## config.mk

```make
export PLATFORM = sky130hd
export DESIGN_NAME = evb_mux
export DESIGN_NICKNAME = d
export VERILOG_FILES = /design/src/rtl/evb_pkg.sv /design/src/rtl/evb_phase.sv /design/src/rtl/evb_track.sv /design/src/rtl/evb_lane.sv /design/src/rtl/evb_pad.sv /design/src/rtl/evb_mux.sv
export SDC_FILE = /design/constraint.sdc
export NUM_CORES = 1
export LEC_CHECK = 0
export BUFFER_PORTS_ARGS = -buffer_cell sky130_fd_sc_hd__clkbuf_2
export CAP_MARGIN = 20
export CORE_MARGIN = 2
export CORE_UTILIZATION = 59
export DETAILED_ROUTE_END_ITERATION = 7
export GPL_TIMING_DRIVEN = 0
export PLACE_DENSITY = 0.84
export SETUP_SLACK_MARGIN = 0.4
export SYNTH_ARGS = -nofsm -noshare
export SYNTH_HDL_FRONTEND = slang
export SYNTH_SLANG_ARGS = --single-unit
```

## constraint.sdc

```tcl
create_clock -name clk -period 4 [get_ports clk]
set_input_delay 0.4 -clock clk [delete_from_list [all_inputs] [get_ports clk]]
set_output_delay 0.4 -clock clk [all_outputs]
set_load 0.01 [all_outputs]
```

## src/rtl/evb_pkg.sv

```systemverilog
package evb_pkg;
  localparam int AW    = 16;
  localparam int DW    = 16;
  localparam int SRC_W = 3;
  localparam int IQ_W  = 4;

  localparam logic [SRC_W-1:0] SRC_NONE    = 3'b000;
  localparam logic [SRC_W-1:0] SRC_CPU_PRG = 3'b001;
  localparam logic [SRC_W-1:0] SRC_CPU_DAT = 3'b010;
  localparam logic [SRC_W-1:0] SRC_IDLE    = 3'b100;

  typedef struct packed {
    logic [AW-1:0]    addr;
    logic             word;
    logic             rd;
    logic [SRC_W-1:0] src;
    logic [IQ_W-1:0]  iq;
    logic [DW-1:0]    data;
  } acc_rec_t;

  function automatic logic is_cpu(input logic [SRC_W-1:0] s);
    return (s == SRC_CPU_PRG) || (s == SRC_CPU_DAT);
  endfunction
endpackage

```

## src/rtl/evb_phase.sv

```systemverilog
module evb_phase (
  input  logic clk,
  input  logic rst,
  output logic tick,
  output logic eclk
);
  logic ph_low;

  always_ff @(posedge clk) begin
    if (rst) begin
      ph_low <= 1'b1;
      eclk   <= 1'b0;
    end else begin
      ph_low <= ~ph_low;
      eclk   <= ph_low;
    end
  end

  assign tick = ph_low;
endmodule

```

## src/rtl/evb_track.sv

```systemverilog
module evb_track
  import evb_pkg::*;
#(
  parameter int STR_W = 4
) (
  input  logic             clk,
  input  logic             rst,
  input  logic             tick,
  input  logic             req_v,
  input  acc_rec_t         req_rec,
  input  logic [STR_W-1:0] req_str,
  output logic             cur_v,
  output logic             cur_first,
  output acc_rec_t         cur_rec,
  output logic [SRC_W-1:0] cur_acc,
  output logic             nxt_v,
  output logic [AW-1:0]    nxt_addr
);
  logic [STR_W-1:0] cur_rem, nxt_rem;
  logic             cont, take, nxt_first;
  acc_rec_t         nxt_rec;
  logic [SRC_W-1:0] nxt_acc;

  always_comb begin
    cont      = cur_v && (cur_rem != '0);
    take      = !cont && req_v;
    nxt_v     = cont || take;
    nxt_first = take;
    nxt_rec   = take ? req_rec : cur_rec;
    if (take)      nxt_rem = req_str;
    else if (cont) nxt_rem = cur_rem - 1'b1;
    else           nxt_rem = '0;
    if (take)      nxt_acc = req_rec.src;
    else if (cont) nxt_acc = SRC_NONE;
    else           nxt_acc = SRC_IDLE;
    nxt_addr  = nxt_v ? nxt_rec.addr : '0;
  end

  always_ff @(posedge clk) begin
    if (rst) begin
      cur_v     <= 1'b0;
      cur_first <= 1'b0;
      cur_rec   <= '0;
      cur_rem   <= '0;
      cur_acc   <= SRC_IDLE;
    end else if (tick) begin
      cur_v     <= nxt_v;
      cur_first <= nxt_first;
      cur_rec   <= nxt_rec;
      cur_rem   <= nxt_rem;
      cur_acc   <= nxt_acc;
    end
  end
endmodule

```

## src/rtl/evb_lane.sv

```systemverilog
module evb_lane
  import evb_pkg::*;
(
  input  logic            clk,
  input  logic            rst,
  input  logic            tick,
  input  logic            cur_v,
  input  logic            cur_first,
  input  acc_rec_t        cur_rec,
  output logic [IQ_W-1:0] lo_iq,
  output logic [DW-1:0]   lo_ivd
);
  localparam int NLANE = DW / 8;

  logic          show, data_ok, odd;
  logic [DW-1:0] swz;

  assign show    = cur_v && cur_first;
  assign data_ok = show && cur_rec.rd && is_cpu(cur_rec.src);
  assign odd     = cur_rec.addr[0];

  for (genvar g = 0; g < NLANE; g++) begin : g_lane
    localparam bit HI = (g == NLANE - 1);
    always_comb begin
      if (cur_rec.word) begin
        if (odd) swz[g*8 +: 8] = HI ? cur_rec.data[7:0] : cur_rec.data[15:8];
        else     swz[g*8 +: 8] = cur_rec.data[g*8 +: 8];
      end else begin
        if (HI) swz[g*8 +: 8] = odd ? cur_rec.addr[15:8] : cur_rec.data[7:0];
        else    swz[g*8 +: 8] = odd ? cur_rec.data[7:0]  : cur_rec.addr[7:0];
      end
    end
  end

  always_ff @(posedge clk) begin
    if (rst) begin
      lo_iq  <= '0;
      lo_ivd <= '0;
    end else if (tick) begin
      lo_iq  <= show ? cur_rec.iq : '0;
      lo_ivd <= data_ok ? swz : '0;
    end
  end
endmodule

```

## src/rtl/evb_pad.sv

```systemverilog
module evb_pad
  import evb_pkg::*;
(
  input  logic             clk,
  input  logic             rst,
  input  logic             tick,
  input  logic             nxt_v,
  input  logic [AW-1:0]    nxt_addr,
  input  logic [SRC_W-1:0] cur_acc,
  input  logic [IQ_W-1:0]  lo_iq,
  input  logic [DW-1:0]    lo_ivd,
  output logic [AW-1:0]    pad_ad,
  output logic [SRC_W-1:0] pad_acc,
  output logic [IQ_W-1:0]  pad_iq
);
  always_ff @(posedge clk) begin
    if (rst) begin
      pad_ad  <= '0;
      pad_acc <= '0;
      pad_iq  <= '0;
    end else if (tick) begin
      pad_ad  <= nxt_v ? nxt_addr : '0;
      pad_acc <= '0;
      pad_iq  <= '0;
    end else begin
      pad_ad  <= lo_ivd;
      pad_acc <= cur_acc;
      pad_iq  <= lo_iq;
    end
  end
endmodule

```

## src/rtl/evb_mux.sv

```systemverilog
module evb_mux
  import evb_pkg::*;
#(
  parameter int STR_W = 4
) (
  input  logic             clk,
  input  logic             rst,
  input  logic             req_v,
  input  logic [AW-1:0]    req_addr,
  input  logic             req_word,
  input  logic             req_rd,
  input  logic [SRC_W-1:0] req_src,
  input  logic [IQ_W-1:0]  req_iq,
  input  logic [STR_W-1:0] req_str,
  input  logic [DW-1:0]    req_data,
  output logic             eclk,
  output logic [AW-1:0]    pad_ad,
  output logic [SRC_W-1:0] pad_acc,
  output logic [IQ_W-1:0]  pad_iq
);
  logic             tick, cur_v, cur_first, nxt_v;
  acc_rec_t         req_rec, cur_rec;
  logic [SRC_W-1:0] cur_acc;
  logic [AW-1:0]    nxt_addr;
  logic [IQ_W-1:0]  lo_iq;
  logic [DW-1:0]    lo_ivd;

  assign req_rec = '{addr: req_addr, word: req_word, rd: req_rd,
                     src: req_src, iq: req_iq, data: req_data};

  evb_phase u_phase (.clk(clk), .rst(rst), .tick(tick), .eclk(eclk));

  evb_track #(.STR_W(STR_W)) u_track (
    .clk(clk), .rst(rst), .tick(tick), .req_v(req_v), .req_rec(req_rec),
    .req_str(req_str), .cur_v(cur_v), .cur_first(cur_first),
    .cur_rec(cur_rec), .cur_acc(cur_acc), .nxt_v(nxt_v), .nxt_addr(nxt_addr));

  evb_lane u_lane (
    .clk(clk), .rst(rst), .tick(tick), .cur_v(cur_v),
    .cur_first(cur_first), .cur_rec(cur_rec), .lo_iq(lo_iq), .lo_ivd(lo_ivd));

  evb_pad u_pad (
    .clk(clk), .rst(rst), .tick(tick), .nxt_v(nxt_v), .nxt_addr(nxt_addr),
    .cur_acc(cur_acc), .lo_iq(lo_iq), .lo_ivd(lo_ivd),
    .pad_ad(pad_ad), .pad_acc(pad_acc), .pad_iq(pad_iq));
endmodule

```

==> qor.csv, run 1 <==
stage,metric,value,unit
outcome,status,"complete, but fails checks",
outcome,failing checks,DRC,
global_route,initial antenna violation count,0,
placed_design,"Cell Area, Placed",4403,µm²
clock_tree,CTS Buf Count,9,
drt,routed vias,3621,
synth,Compound-Gate Fraction of Synth Area,16.82,%
worst_setup_path,FF-to-FF Start,u_track.cur_rem[0],
worst_setup_path,crit path DAT,2320,ps
worst_setup_path,RR Endpoint,u_pad.pad_ad[11],
synth,syn nets,477,
worst_setup_path,maximum fanout along the worst path,10,
floorplan,row count,29,
final_layout,area of the multi-input gates,1821,µm²
sta,RSZ-0062 raised after global routing,false,
placed_design,input/output buffers,70,
final_layout,layout cells sized above 1,21.83,%
worst_hold_path,worst hold path endpoint,u_track.cur_rec[12],
synth,XOR/XNOR Fraction of Synth Area,0.6641,%
synth,Synth Area in Simple Gates,22.07,%
synth,"Top FF cell, synth",dfxtp_1,
placed_design,GP Congestion,0.9890,
worst_hold_path,Hold Path Class,in2reg,
synth,"EDFF count, synth",0,
final_layout,final core utilization,72.12,%
pwr,Power per Cell Area,443.0,nW/µm²
placed_design,HPWL after DPL,7567,µm
sta,crit path time final,2012,ps
clock_tree,post-CTS setup buffer count,0,
floorplan,Core ar.,6422,µm²
drt,residual DRC count,4,
sta,Setup Skew,8.181,ps
floorplan,die area,7376,µm²
worst_setup_path,Worst setup SP type,register,
sta,final worst path period share,50.30,%
drt,DRT iter0 DRCs,348,
sta,final hold vios,0,
worst_setup_path,critical path's largest stage delay,370,ps
worst_setup_path,Crit path required time,4310,ps
worst_setup_path,r2r setup slk,1990,ps
synth,Synth Area in Adders,0.6325,%
drt,WL/cell,18.14,µm
clock_tree,CTS sink count,95,
synth,cell taking the most area after synthesis,dfxtp_1,
synth,mux share of post-synthesis cell area,5.819,%
synth,#FFs+latches synth,95,
synth,Post-synth ARST share,0,%
clock_tree,root buf cell,clkbuf_8,
final_layout,filler cell count,501,
worst_setup_path,critical path depth,7,
global_route,largest net degree at the start of global routing,17,
floorplan,die width,85.89,µm
final_layout,Antenna diodes,0,
synth,Syn Area/Cell,9.265,µm²
synth,Area contributors post-synth,"dfxtp_1 (48%), nand2_1 (6.7%), mux2i_1 (5.8%)",
synth,largest family of logic cells by synthesized area,simple AND/OR/NAND/NOR gates,
floorplan,Initial Util,61.60,%
final_layout,"most common cell after layout, fill and taps aside",dfxtp_1,
worst_setup_path,WP buf/inv,3,
worst_hold_path,worst hold path depth,3,
synth,Syn Inst Count,427,
worst_setup_path,CP Class,reg2reg,
synth,area fraction of the dominant cell type after synthesis,48.07,%
drt,Vias/cell,6.137,
worst_setup_path,Crit-path slowest cell,clkbuf_1,
sta,total negative slack,0,ps
global_route,Total GRT Usage,29.89,%
sta,pins over their slew limit,0,
worst_setup_path,Reg2Reg Depth,7,
final_layout,most frequent cells in the layout,"dfxtp_1 (95), nand2_1 (71), clkbuf_2 (70)",
floorplan,IO Pins,72,
global_route,global-route wire length before repair,16980,µm
drt,Routed Antenna Nets,0,
synth,Synth cell types,46,
synth,sequential area share after synthesis,48.07,%
clock_tree,CTS tree,done,
global_route,remaining global-route overflow,0,
pwr,leakage power,2.007,nW
global_route,vias in the first global route,3347,
final_layout,FF/Latch Area,1902,µm²
final_layout,final instance area,4632,µm²
synth,yosys warns,0,
synth,Synth Cell Area,3956,µm²
clock_tree,clk_lat worst skew,370,ps
clock_tree,Max clock buf depth,2,
flow_run,maxcap violations,0,
sta,final setup violation count,0,
sta,Worst slew margin,56.49,%
drt,DRT Pass-1 Iters,8,
sta,Achievable Freq,497.0,MHz
clock_tree,post-CTS sizing,0,
clock_tree,Clock Pin Slew Worst Setup and Hold Paths,100,ps
drt,Post-Route WL,10700,µm
worst_setup_path,critical-path cell list,inv_1 > ha_1 > nor3b_2 > buf_2 > clkbuf_1 > o21ai_0 > nand3_1,
pwr,PnR Total Power,2.052,mW
sta,measured slew at the worst slew-check pin,650.4,ps
clock_tree,H-tree depth,3,
final_layout,final net count,558,
worst_setup_path,CP endpoint kind,register,
final_layout,area grow syn2layout,17.08,%
clock_tree,hold_buf cts,0,
floorplan,die height,85.89,µm
worst_setup_path,Top Family by Delay on Critical Path,buffers and inverters,
pwr,VDD IR max,0.2522,mV
worst_hold_path,hold_sp,req_data[12],
[state kept, by name (all words and copies together) (netlist names)]
| signal | cells |
|---|---|
| u_lane.lo_iq | 4 |
| u_track.cur_acc | 3 |
| u_phase.tick | 1 |
| u_pad.pad_ad | 16 |
| u_track.cur_v | 1 |
| u_track.cur_rem | 4 |
| u_lane.lo_ivd | 16 |
| u_pad.pad_iq | 4 |
| u_track.cur_first | 1 |
| u_phase.eclk | 1 |
| u_track.cur_rec | 41 |
| u_pad.pad_acc | 3 |
[worst max path at each step]
stage | start | to | slack [ps]
floorplan | u_track.cur_rem[0] | u_track.cur_rec[0] | 2340
global placement | rst | u_lane.lo_ivd[6] | 2210
detailed placement | u_track.cur_rem[0] | u_pad.pad_ad[11] | 2100
CTS | u_track.cur_rem[0] | u_pad.pad_ad[14] | 2040
global route | u_track.cur_rem[0] | u_pad.pad_ad[0] | 1810
finish | u_track.cur_rem[0] | u_pad.pad_ad[11] | 1990
[area by class of cell]
class | count | share of cell area, %
buffer | 39 | 4.403
clock buffer | 10 | 2.971
clock inverter | 6 | 1.972
inverter | 8 | 0.6483
multi-input combinational | 285 | 39.30
sequential | 95 | 41.06
tap | 77 | 2.080
timing repair buffer | 70 | 7.563
[worst reg2reg max path: stages (launching register included)]
cell and delay [ps]:
dfxtp_1 350, inv_1 110, ha_1 230, nor3b_2 340, buf_2 290, clkbuf_1 370, o21ai_0 160, nand3_1 100
[power breakdown]
part | total (mW) | switching, mW | leakage [nW] | internal (mW)
clock | 0.715 | 0.344 | 0.105 | 0.371
sequential | 1.03 | 0.0370 | 0.775 | 0.992
combinational | 0.308 | 0.189 | 1.13 | 0.119
total | 2.05 | 0.570 | 2.01 | 1.48
[through the flow]
| stage | worst slack, ps | std cells | hold WS, ps |
|---|---|---|---|
| after floorplan | 2343 | 427 | 419.6 |
| after global placement | 2207 | 574 | 434.2 |
| after detailed placement | 2104 | 574 | 442.2 |
| after CTS | 2043 | 590 | 253.9 |
| after global routing | 1814 | 590 | 267.6 |
| final | 1988 | 590 | 256.2 |
[logic make-up after synthesis]
logic type                 Yosys count
and+or+nand+nor                    167
xor gates and xnor gates             3
adders and majority gates            2
muxes                               23
buffers and inverters               47
DFF                                 95
AOI/OAI and AO/OA                   90
[cell usage after synthesis (3+ instances only)]
master and instances:
dfxtp_1 95, o31ai_1 15, nand2_1 71, buf_2 11, clkbuf_1 22, nand3_1 22
o21ai_0 18, a21oi_1 8, nand4_1 17, mux2i_1 23, or2_2 3, inv_1 8
and2_1 9, and4b_1 16, nor2_1 19, o22ai_1 15, a32o_1 16
[routing by layer]
metal / GRT usage (%) / vias up / share of wire (%)
li1: - / 1714 / -
met1: 40.24 / 1673 / 41
met2: 46.58 / 209 / 46
met3: 7.892 / 25 / 10
met4: 10.39 / 0 / 2.1
met5: 0 / - / 0
(Power assumes the default switching activity.)
==> inputs of run 2 (changes only) <==
Settings changed: ABC_AREA set to 1, CORE_UTILIZATION 59 to 50, PLACE_DENSITY 0.84 to 0.76.
Clock period 4 ns to 1.79 ns, I/O delays scaled along.
==> qor.csv, run 2 <==
stage,metric,value,unit,change
global_route,Total GRT Usage,25.08,%,was 29.89%
floorplan,IO Pins,72,,unchanged
pwr,Power per Cell Area,893.8,nW/µm²,was 443.0 nW/µm²
final_layout,layout cells sized above 1,29.34,%,was 21.83%
sta,total negative slack,0,ps,unchanged
sta,RSZ-0062 raised after global routing,true,,was false
clock_tree,CTS sink count,95,,unchanged
worst_hold_path,Hold Path Class,in2reg,,unchanged
placed_design,HPWL after DPL,7288,µm,was 7567 µm
final_layout,filler cell count,654,,was 501
final_layout,top flop regs,"u_track.cur_rec: 41 flops, u_lane.lo_ivd: 16 flops, u_pad.pad_ad: 16 flops",,unchanged
synth,syn nets,618,,was 477
final_layout,FF/Latch Area,1908,µm²,was 1902 µm²
drt,DRT Pass-1 Iters,5,,was 8
synth,Post-synth ARST share,0,%,unchanged
synth,Synth Cell Area,3998,µm²,was 3956 µm²
sta,Setup Skew,8.587,ps,was 8.181 ps
worst_setup_path,Crit path required time,2050,ps,was 4310 ps
clock_tree,CTS tree,done,,unchanged
sta,pins over their slew limit,0,,unchanged
drt,DRT iter0 DRCs,177,,was 348
final_layout,Antenna diodes,0,,unchanged
final_layout,area grow syn2layout,29.89,%,was 17.08%
sta,Worst slew margin,57.20,%,was 56.49%
clock_tree,H-tree depth,3,,unchanged
worst_setup_path,crit path DAT,1700,ps,was 2320 ps
sta,final hold vios,0,,unchanged
synth,area fraction of the dominant cell type after synthesis,47.57,%,was 48.07%
final_layout,final core utilization,67.20,%,was 72.12%
worst_hold_path,worst hold path depth,3,,unchanged
global_route,global-route wire length before repair,17080,µm,was 16980 µm
placed_design,Inst Count DP,740,,was 574
drt,residual DRC count,0,,was 4
synth,"Top FF cell, synth",dfxtp_1,,unchanged
final_layout,fin cells,770,,was 590
clock_tree,root buf cell,clkbuf_8,,unchanged
drt,Post-Route WL,10770,µm,was 10700 µm
floorplan,row count,32,,was 29
floorplan,die area,8726,µm²,was 7376 µm²
sta,Achievable Freq,692.5,MHz,was 497.0 MHz
worst_setup_path,WP buf/inv,4,,was 3
final_layout,area of the multi-input gates,1994,µm²,was 1821 µm²
final_layout,final net count,713,,was 558
global_route,initial antenna violation count,0,,unchanged
worst_setup_path,maximum fanout along the worst path,6,,was 10
flow_run,maxcap violations,0,,unchanged
synth,"count leader, synth",nand2_1,,was dfxtp_1
floorplan,die height,93.42,µm,was 85.89 µm
synth,Synth cell types,32,,was 46
clock_tree,Clock Pin Slew Worst Setup and Hold Paths,90,ps,was 100 ps
global_route,largest net degree at the start of global routing,17,,unchanged
drt,Routed Antenna Nets,0,,unchanged
clock_tree,Max clock buf depth,2,,unchanged
worst_setup_path,critical path's largest stage delay,360,ps,was 370 ps
worst_setup_path,RR Endpoint,u_track.cur_rec[33],,was u_pad.pad_ad[11]
sta,measured slew at the worst slew-check pin,642.0,ps,was 650.4 ps
sta,final worst path period share,80.67,%,was 50.30%
pwr,VDD IR max,0.5034,mV,was 0.2522 mV
worst_setup_path,CP endpoint kind,register,,unchanged
synth,"EDFF count, synth",0,,unchanged
floorplan,Core ar.,7727,µm²,was 6422 µm²
global_route,vias in the first global route,3622,,was 3347
synth,Post-synth top cells,"nand2_1 (262), dfxtp_1 (95), nor2_1 (39)",,"was dfxtp_1 (95), nand2_1 (71), mux2i_1 (23)"
floorplan,die width,93.42,µm,was 85.89 µm
worst_setup_path,Crit-path slowest cell,dfxtp_2,,was clkbuf_1
synth,yosys warns,0,,unchanged
sta,crit path time final,1444,ps,was 2012 ps
final_layout,"most common cell after layout, fill and taps aside",nand2_1,,was dfxtp_1
global_route,remaining global-route overflow,0,,unchanged
pwr,leakage power,2.640,nW,was 2.007 nW
clock_tree,CTS Buf Count,9,,unchanged
worst_setup_path,Worst setup SP type,register,,unchanged
drt,WL/cell,13.99,µm,was 18.14 µm
floorplan,Initial Util,51.73,%,was 61.60%
sta,final setup violation count,0,,unchanged
synth,cell taking the most area after synthesis,dfxtp_1,,unchanged
outcome,status,finished clean,,"was complete, but fails checks"
worst_setup_path,Reg2Reg Depth,11,,was 7
final_layout,most frequent cells in the layout,"nand2_1 (239), dfxtp_1 (90), clkbuf_2 (73)",,"was dfxtp_1 (95), nand2_1 (71), clkbuf_2 (70)"
synth,Syn Area/Cell,7.038,µm²,was 9.265 µm²
worst_setup_path,critical-path cell list,inv_4 > ha_4 > nand2_4 > nand2_4 > buf_12 > buf_12 > clkbuf_16 > nand3_2 > nand2_2 > nand2_1 > nand2_1,,was inv_1 > ha_1 > nor3b_2 > buf_2 > clkbuf_1 > o21ai_0 > nand3_1
synth,sequential area share after synthesis,47.57,%,was 48.07%
synth,Syn Inst Count,568,,was 427
synth,#FFs+latches synth,95,,unchanged
worst_setup_path,r2r setup slk,350,ps,was 1990 ps
clock_tree,clk_lat worst skew,360,ps,was 370 ps
worst_setup_path,CP Class,reg2reg,,unchanged
synth,Area contributors post-synth,"dfxtp_1 (48%), nand2_1 (25%), nor2_1 (3.7%)",,"was dfxtp_1 (48%), nand2_1 (6.7%), mux2i_1 (5.8%)"
worst_setup_path,Top Family by Delay on Critical Path,buffers and inverters,,unchanged
drt,routed vias,3841,,was 3621
final_layout,Largest register FFs,41,,unchanged
drt,Vias/cell,4.988,,was 6.137
worst_hold_path,hold_sp,req_str[1],,was req_data[12]
placed_design,GP Congestion,0.9262,,was 0.9890
worst_hold_path,worst hold path endpoint,u_track.cur_rem[1],,was u_track.cur_rec[12]
worst_setup_path,FF-to-FF Start,u_track.cur_rem[1],,was u_track.cur_rem[0]
placed_design,input/output buffers,70,,unchanged
final_layout,Top reg by flops,u_track.cur_rec,,unchanged
[run 2: cell count changes in the layout (fill, tap and decap cells not counted), sizes merged, moves of 10 or more]
cell and change:
o22ai -11, clkbuf -17, nand2 +195, and4b -16, nor2 +22, a21oi +14, o31ai -15, buf +20
a32o -16, o21ai +10, inv +29, mux2i -23
[run 2: routing by layer]
metal / routed length, µm / global-route usage (%) / up-vias
li1: - / - / 1961
met1: 4871 / 34.71 / 1727
met2: 5078 / 39.99 / 143
met3: 737 / 4.996 / 10
met4: 85 / 6.740 / 0
met5: 0 / 0 / -
[run 2: final cells by class]
| type | count | share of cell area (%) |
|---|---|---|
| clock inverters | 7 | 1.855 |
| flip-flops and latches | 95 | 36.75 |
| repair buffers | 84 | 10.46 |
| inverters | 37 | 2.819 |
| clock buffers | 9 | 2.386 |
| well taps | 102 | 2.458 |
| plain buffers | 29 | 4.867 |
| multi-input cells | 407 | 38.41 |
[run 2: worst min-delay path, delay by kind of cell]
family	cells	cell delay, ps
buf+inv	1	80
simple gates	2	80
[run 2: per-stage QoR]
stage                     total power, mW  instance area, µm²  hold WS [ps]  worst slack, ps
after global placement              2.913                4476         379.9            288.7
after floorplan                     2.727                3998         292.2            475.8
after global routing                4.832                5192         6.230            287.1
final                               4.641                5192         7.339            346.1
after CTS                           4.532                4898         6.631            339.6
after detailed placement            2.926                4476         382.1            250.8
[run 2: worst max path at each step]
| stage | start | to | slack, ps | cells after the start |
|---|---|---|---|---|
| 3_5_place_dp | u_track.cur_rem[0] | u_pad.pad_ad[5] | 250 | 11 |
| 4_1_cts | u_track.cur_rem[1] | u_track.cur_rec[26] | 340 | 11 |
| 5_1_grt | u_track.cur_rem[1] | u_pad.pad_ad[0] | 290 | 11 |
| 6_report | u_track.cur_rem[1] | u_track.cur_rec[33] | 350 | 11 |
| 2_1_floorplan | u_track.cur_rem[0] | u_pad.pad_ad[3] | 480 | 10 |
| 3_3_place_gp | u_track.cur_rem[0] | u_pad.pad_ad[7] | 290 | 11 |
[run 2: cell families after synthesis]
| logic type | synth area share [%] |
|---|---|
| AOI/OAI and AO/OA | 7.575 |
| xor gates and xnor gates | 0.4383 |
| adders and majority gates | 0.6259 |
| buffers and inverters | 8.450 |
| DFF | 47.57 |
| and+or+nand+nor | 35.34 |
[run 2: what timing repair did]
| item | in CTS | in global routing |
|---|---|---|
| resized for setup | 31 | 71 |
| setup buffers | 10 | 1 |
| endpoints found under the setup margin | 54 | 80 |
| cloned | 1 | 2 |
| hold buffers | 0 | 0 |
| pin swaps | 13 | 24 |
[run 2: where the power goes]
group,internal [mW],total [mW],leakage [nW],switching (mW)
clock network,0.792,1.56,0.114,0.766
registers,2.22,2.29,0.777,0.0733
logic,0.338,0.792,1.75,0.453
total,3.35,4.64,2.64,1.29
==> inputs of run 3 (changes only) <==
Settings changed: ABC_AREA 1 to 0, CORE_UTILIZATION 50 to 55, PLACE_DENSITY 0.76 to 0.79.
Clock period 1.79 ns to 1.5 ns, I/O delays scaled along.
==> qor.csv, run 3 (same netlist as run 1, synthesis figures left out) <==
stage,metric,value,unit,change
floorplan,Core ar.,6869,µm²,was 7727 µm²
final_layout,"most common cell after layout, fill and taps aside",dfxtp_1,,was nand2_1
worst_setup_path,RR Endpoint,u_track.cur_rec[1],,was u_track.cur_rec[33]
worst_setup_path,CP Class,reg2reg,,unchanged
sta,RSZ-0062 raised after global routing,true,,unchanged
clock_tree,root buf cell,clkbuf_8,,unchanged
pwr,leakage power,2.454,nW,was 2.640 nW
global_route,Total GRT Usage,30.35,%,was 25.08%
placed_design,HPWL after DPL,7768,µm,was 7288 µm
worst_setup_path,maximum fanout along the worst path,6,,unchanged
drt,WL/cell,21.46,µm,was 13.99 µm
sta,Hold Worst Slack,-1.159,ps,was 7.339 ps
sta,final setup violation count,63,,was 0
drt,residual DRC count,0,,unchanged
worst_setup_path,Reg2Reg Depth,7,,was 11
worst_setup_path,critical path's largest stage delay,420,ps,was 360 ps
sta,total negative slack,-11040,ps,was 0 ps
sta,final worst path period share,122.2,%,was 80.67%
clock_tree,CTS tree,done,,unchanged
sta,final worst slack,-333.3,ps,was 346.1 ps
worst_setup_path,r2r setup slk,-330,ps,was 350 ps
final_layout,final core utilization,82.24,%,was 67.20%
placed_design,GP Congestion,0.9472,,was 0.9262
clock_tree,clk_lat worst skew,370,ps,was 360 ps
global_route,largest net degree at the start of global routing,17,,unchanged
placed_design,Inst Count DP,593,,was 740
worst_hold_path,worst hold path endpoint,u_track.cur_rec[24],,was u_track.cur_rem[1]
worst_hold_path,worst hold path depth,3,,unchanged
floorplan,die height,88.82,µm,was 93.42 µm
placed_design,"Cell Area, Placed",4569,µm²,was 4476 µm²
final_layout,area grow syn2layout,42.79,%,was 29.89%
worst_setup_path,WP buf/inv,3,,was 4
sta,Achievable Freq,545.5,MHz,was 692.5 MHz
global_route,initial antenna violation count,0,,unchanged
drt,routed vias,4133,,was 3841
final_layout,fin cells,642,,was 770
worst_setup_path,crit path DAT,2120,ps,was 1700 ps
worst_hold_path,hold_sp,req_word,,was req_str[1]
sta,crit path time final,1833,ps,was 1444 ps
drt,DRT Pass-1 Iters,5,,unchanged
final_layout,final net count,591,,was 713
final_layout,Top reg by flops,u_track.cur_rec,,unchanged
sta,Setup Skew,13.82,ps,was 8.587 ps
floorplan,IO Pins,72,,unchanged
final_layout,Antenna diodes,0,,unchanged
worst_setup_path,Crit path required time,1780,ps,was 2050 ps
sta,Worst slew margin,58.61,%,was 57.20%
drt,DRT iter0 DRCs,661,,was 177
worst_setup_path,CP endpoint kind,register,,unchanged
floorplan,die area,7888,µm²,was 8726 µm²
worst_setup_path,Crit-path slowest cell,or3b_4,,was dfxtp_2
sta,final hold vios,2,,was 0
clock_tree,CTS sink count,95,,unchanged
worst_hold_path,Hold Path Class,in2reg,,unchanged
flow_run,maxcap violations,0,,unchanged
final_layout,final instance area,5649,µm²,was 5192 µm²
worst_setup_path,Worst setup SP type,register,,unchanged
global_route,global-route wire length before repair,17990,µm,was 17080 µm
floorplan,Initial Util,57.60,%,was 51.73%
sta,pins over their slew limit,0,,unchanged
drt,Post-Route WL,13780,µm,was 10770 µm
worst_setup_path,Top Family by Delay on Critical Path,simple AND/OR/NAND/NOR gates,,was buffers and inverters
sta,measured slew at the worst slew-check pin,620.9,ps,was 642.0 ps
final_layout,most frequent cells in the layout,"dfxtp_1 (89), clkbuf_2 (75), nand2_1 (60)",,"was nand2_1 (239), dfxtp_1 (90), clkbuf_2 (73)"
clock_tree,Max clock buf depth,2,,unchanged
worst_setup_path,FF-to-FF Start,u_track.cur_rem[0],,was u_track.cur_rem[1]
pwr,Power per Cell Area,1098,nW/µm²,was 893.8 nW/µm²
final_layout,top flop regs,"u_track.cur_rec: 41 flops, u_lane.lo_ivd: 16 flops, u_pad.pad_ad: 16 flops",,unchanged
global_route,vias in the first global route,3495,,was 3622
floorplan,row count,30,,was 32
outcome,failing checks,"hold timing, setup timing",,
drt,Vias/cell,6.438,,was 4.988
placed_design,input/output buffers,70,,unchanged
clock_tree,Clock Pin Slew Worst Setup and Hold Paths,100,ps,was 90 ps
outcome,status,"complete, but fails checks",,was finished clean
worst_setup_path,most frequent CP cell,buf_12,,
clock_tree,hold_buf cts,0,,unchanged
clock_tree,CTS Buf Count,9,,unchanged
floorplan,die width,88.82,µm,was 93.42 µm
clock_tree,H-tree depth,3,,unchanged
final_layout,Largest register FFs,41,,unchanged
global_route,remaining global-route overflow,0,,unchanged
final_layout,layout cells sized above 1,41.39,%,was 29.34%
pwr,VDD IR max,0.5996,mV,was 0.5034 mV
drt,Routed Antenna Nets,0,,unchanged
worst_setup_path,critical-path cell list,inv_2 > ha_4 > or3b_4 > a21boi_4 > buf_12 > buf_12 > mux2i_1,,was inv_4 > ha_4 > nand2_4 > nand2_4 > buf_12 > buf_12 > clkbuf_16 > nand3_2 > nand2_2 > nand2_1 > nand2_1
run 3: power breakdown:
| part | internal, mW | switching (mW) | total [mW] |
|---|---|---|---|
| Clock | 1.16 | 0.966 | 2.13 |
| Sequential | 2.65 | 0.124 | 2.77 |
| Combinational | 0.592 | 0.713 | 1.30 |
| Total | 4.40 | 1.80 | 6.20 |
run 3: repair_timing:
action / CTS / global route
pin swaps: 15 / 25
setup endpoints to repair: 91 / 94
gates cloned: 4 / 1
hold endpoints to repair: 0 / 0
gates resized for setup: 55 / 80
setup buffers: 18 / 10
run 3: worst max path at each step:
stage	start	to	slack [ps]	depth (start not counted)
floorplan	u_track.cur_rem[0]	u_track.cur_rec[0]	-70	6
global placement	u_track.cur_rem[1]	u_track.cur_rec[23]	-180	6
detailed placement	u_track.cur_rem[1]	u_track.cur_rec[7]	-250	6
CTS	u_track.cur_rem[0]	u_track.cur_rec[15]	-180	7
global route	u_track.cur_rem[0]	u_track.cur_rec[1]	-360	7
finish	u_track.cur_rem[0]	u_track.cur_rec[1]	-330	7
run 3: metal layers:
layer  vias to the layer above  track usage (%)  share of wire, %
met2                       313            49.25                47
met5                         -                0                 0
met1                      1976            40.70                38
met3                        70            4.478               9.7
li1                       1774                -                 -
met4                         0            12.12               4.5
run 3: stage by stage:
stage	total power [mW]	worst slack, ps
3_5_place_dp	3.662	-249.5
3_3_place_gp	3.632	-175.6
2_1_floorplan	3.386	-70.68
6_report	6.204	-333.3
4_1_cts	5.852	-182.4
5_1_grt	6.353	-356.8
run 3: worst register-to-register path, stage by stage (launching register included):
cell      delay [ps]
dfxtp_2          340
inv_2             80
ha_4             150
or3b_4           420
a21boi_4         210
buf_12           170
buf_12           130
mux2i_1          240
run 3: cell type report:
class	instances	area, µm²
plain buffers	39	334.1
well taps	96	120.1
inverters	8	30.03
repair buffers	103	719.4
clock inverters	6	115.1
flip-flops and latches	95	1909
multi-input cells	285	2283
clock buffers	10	137.6
fillers	393	1220
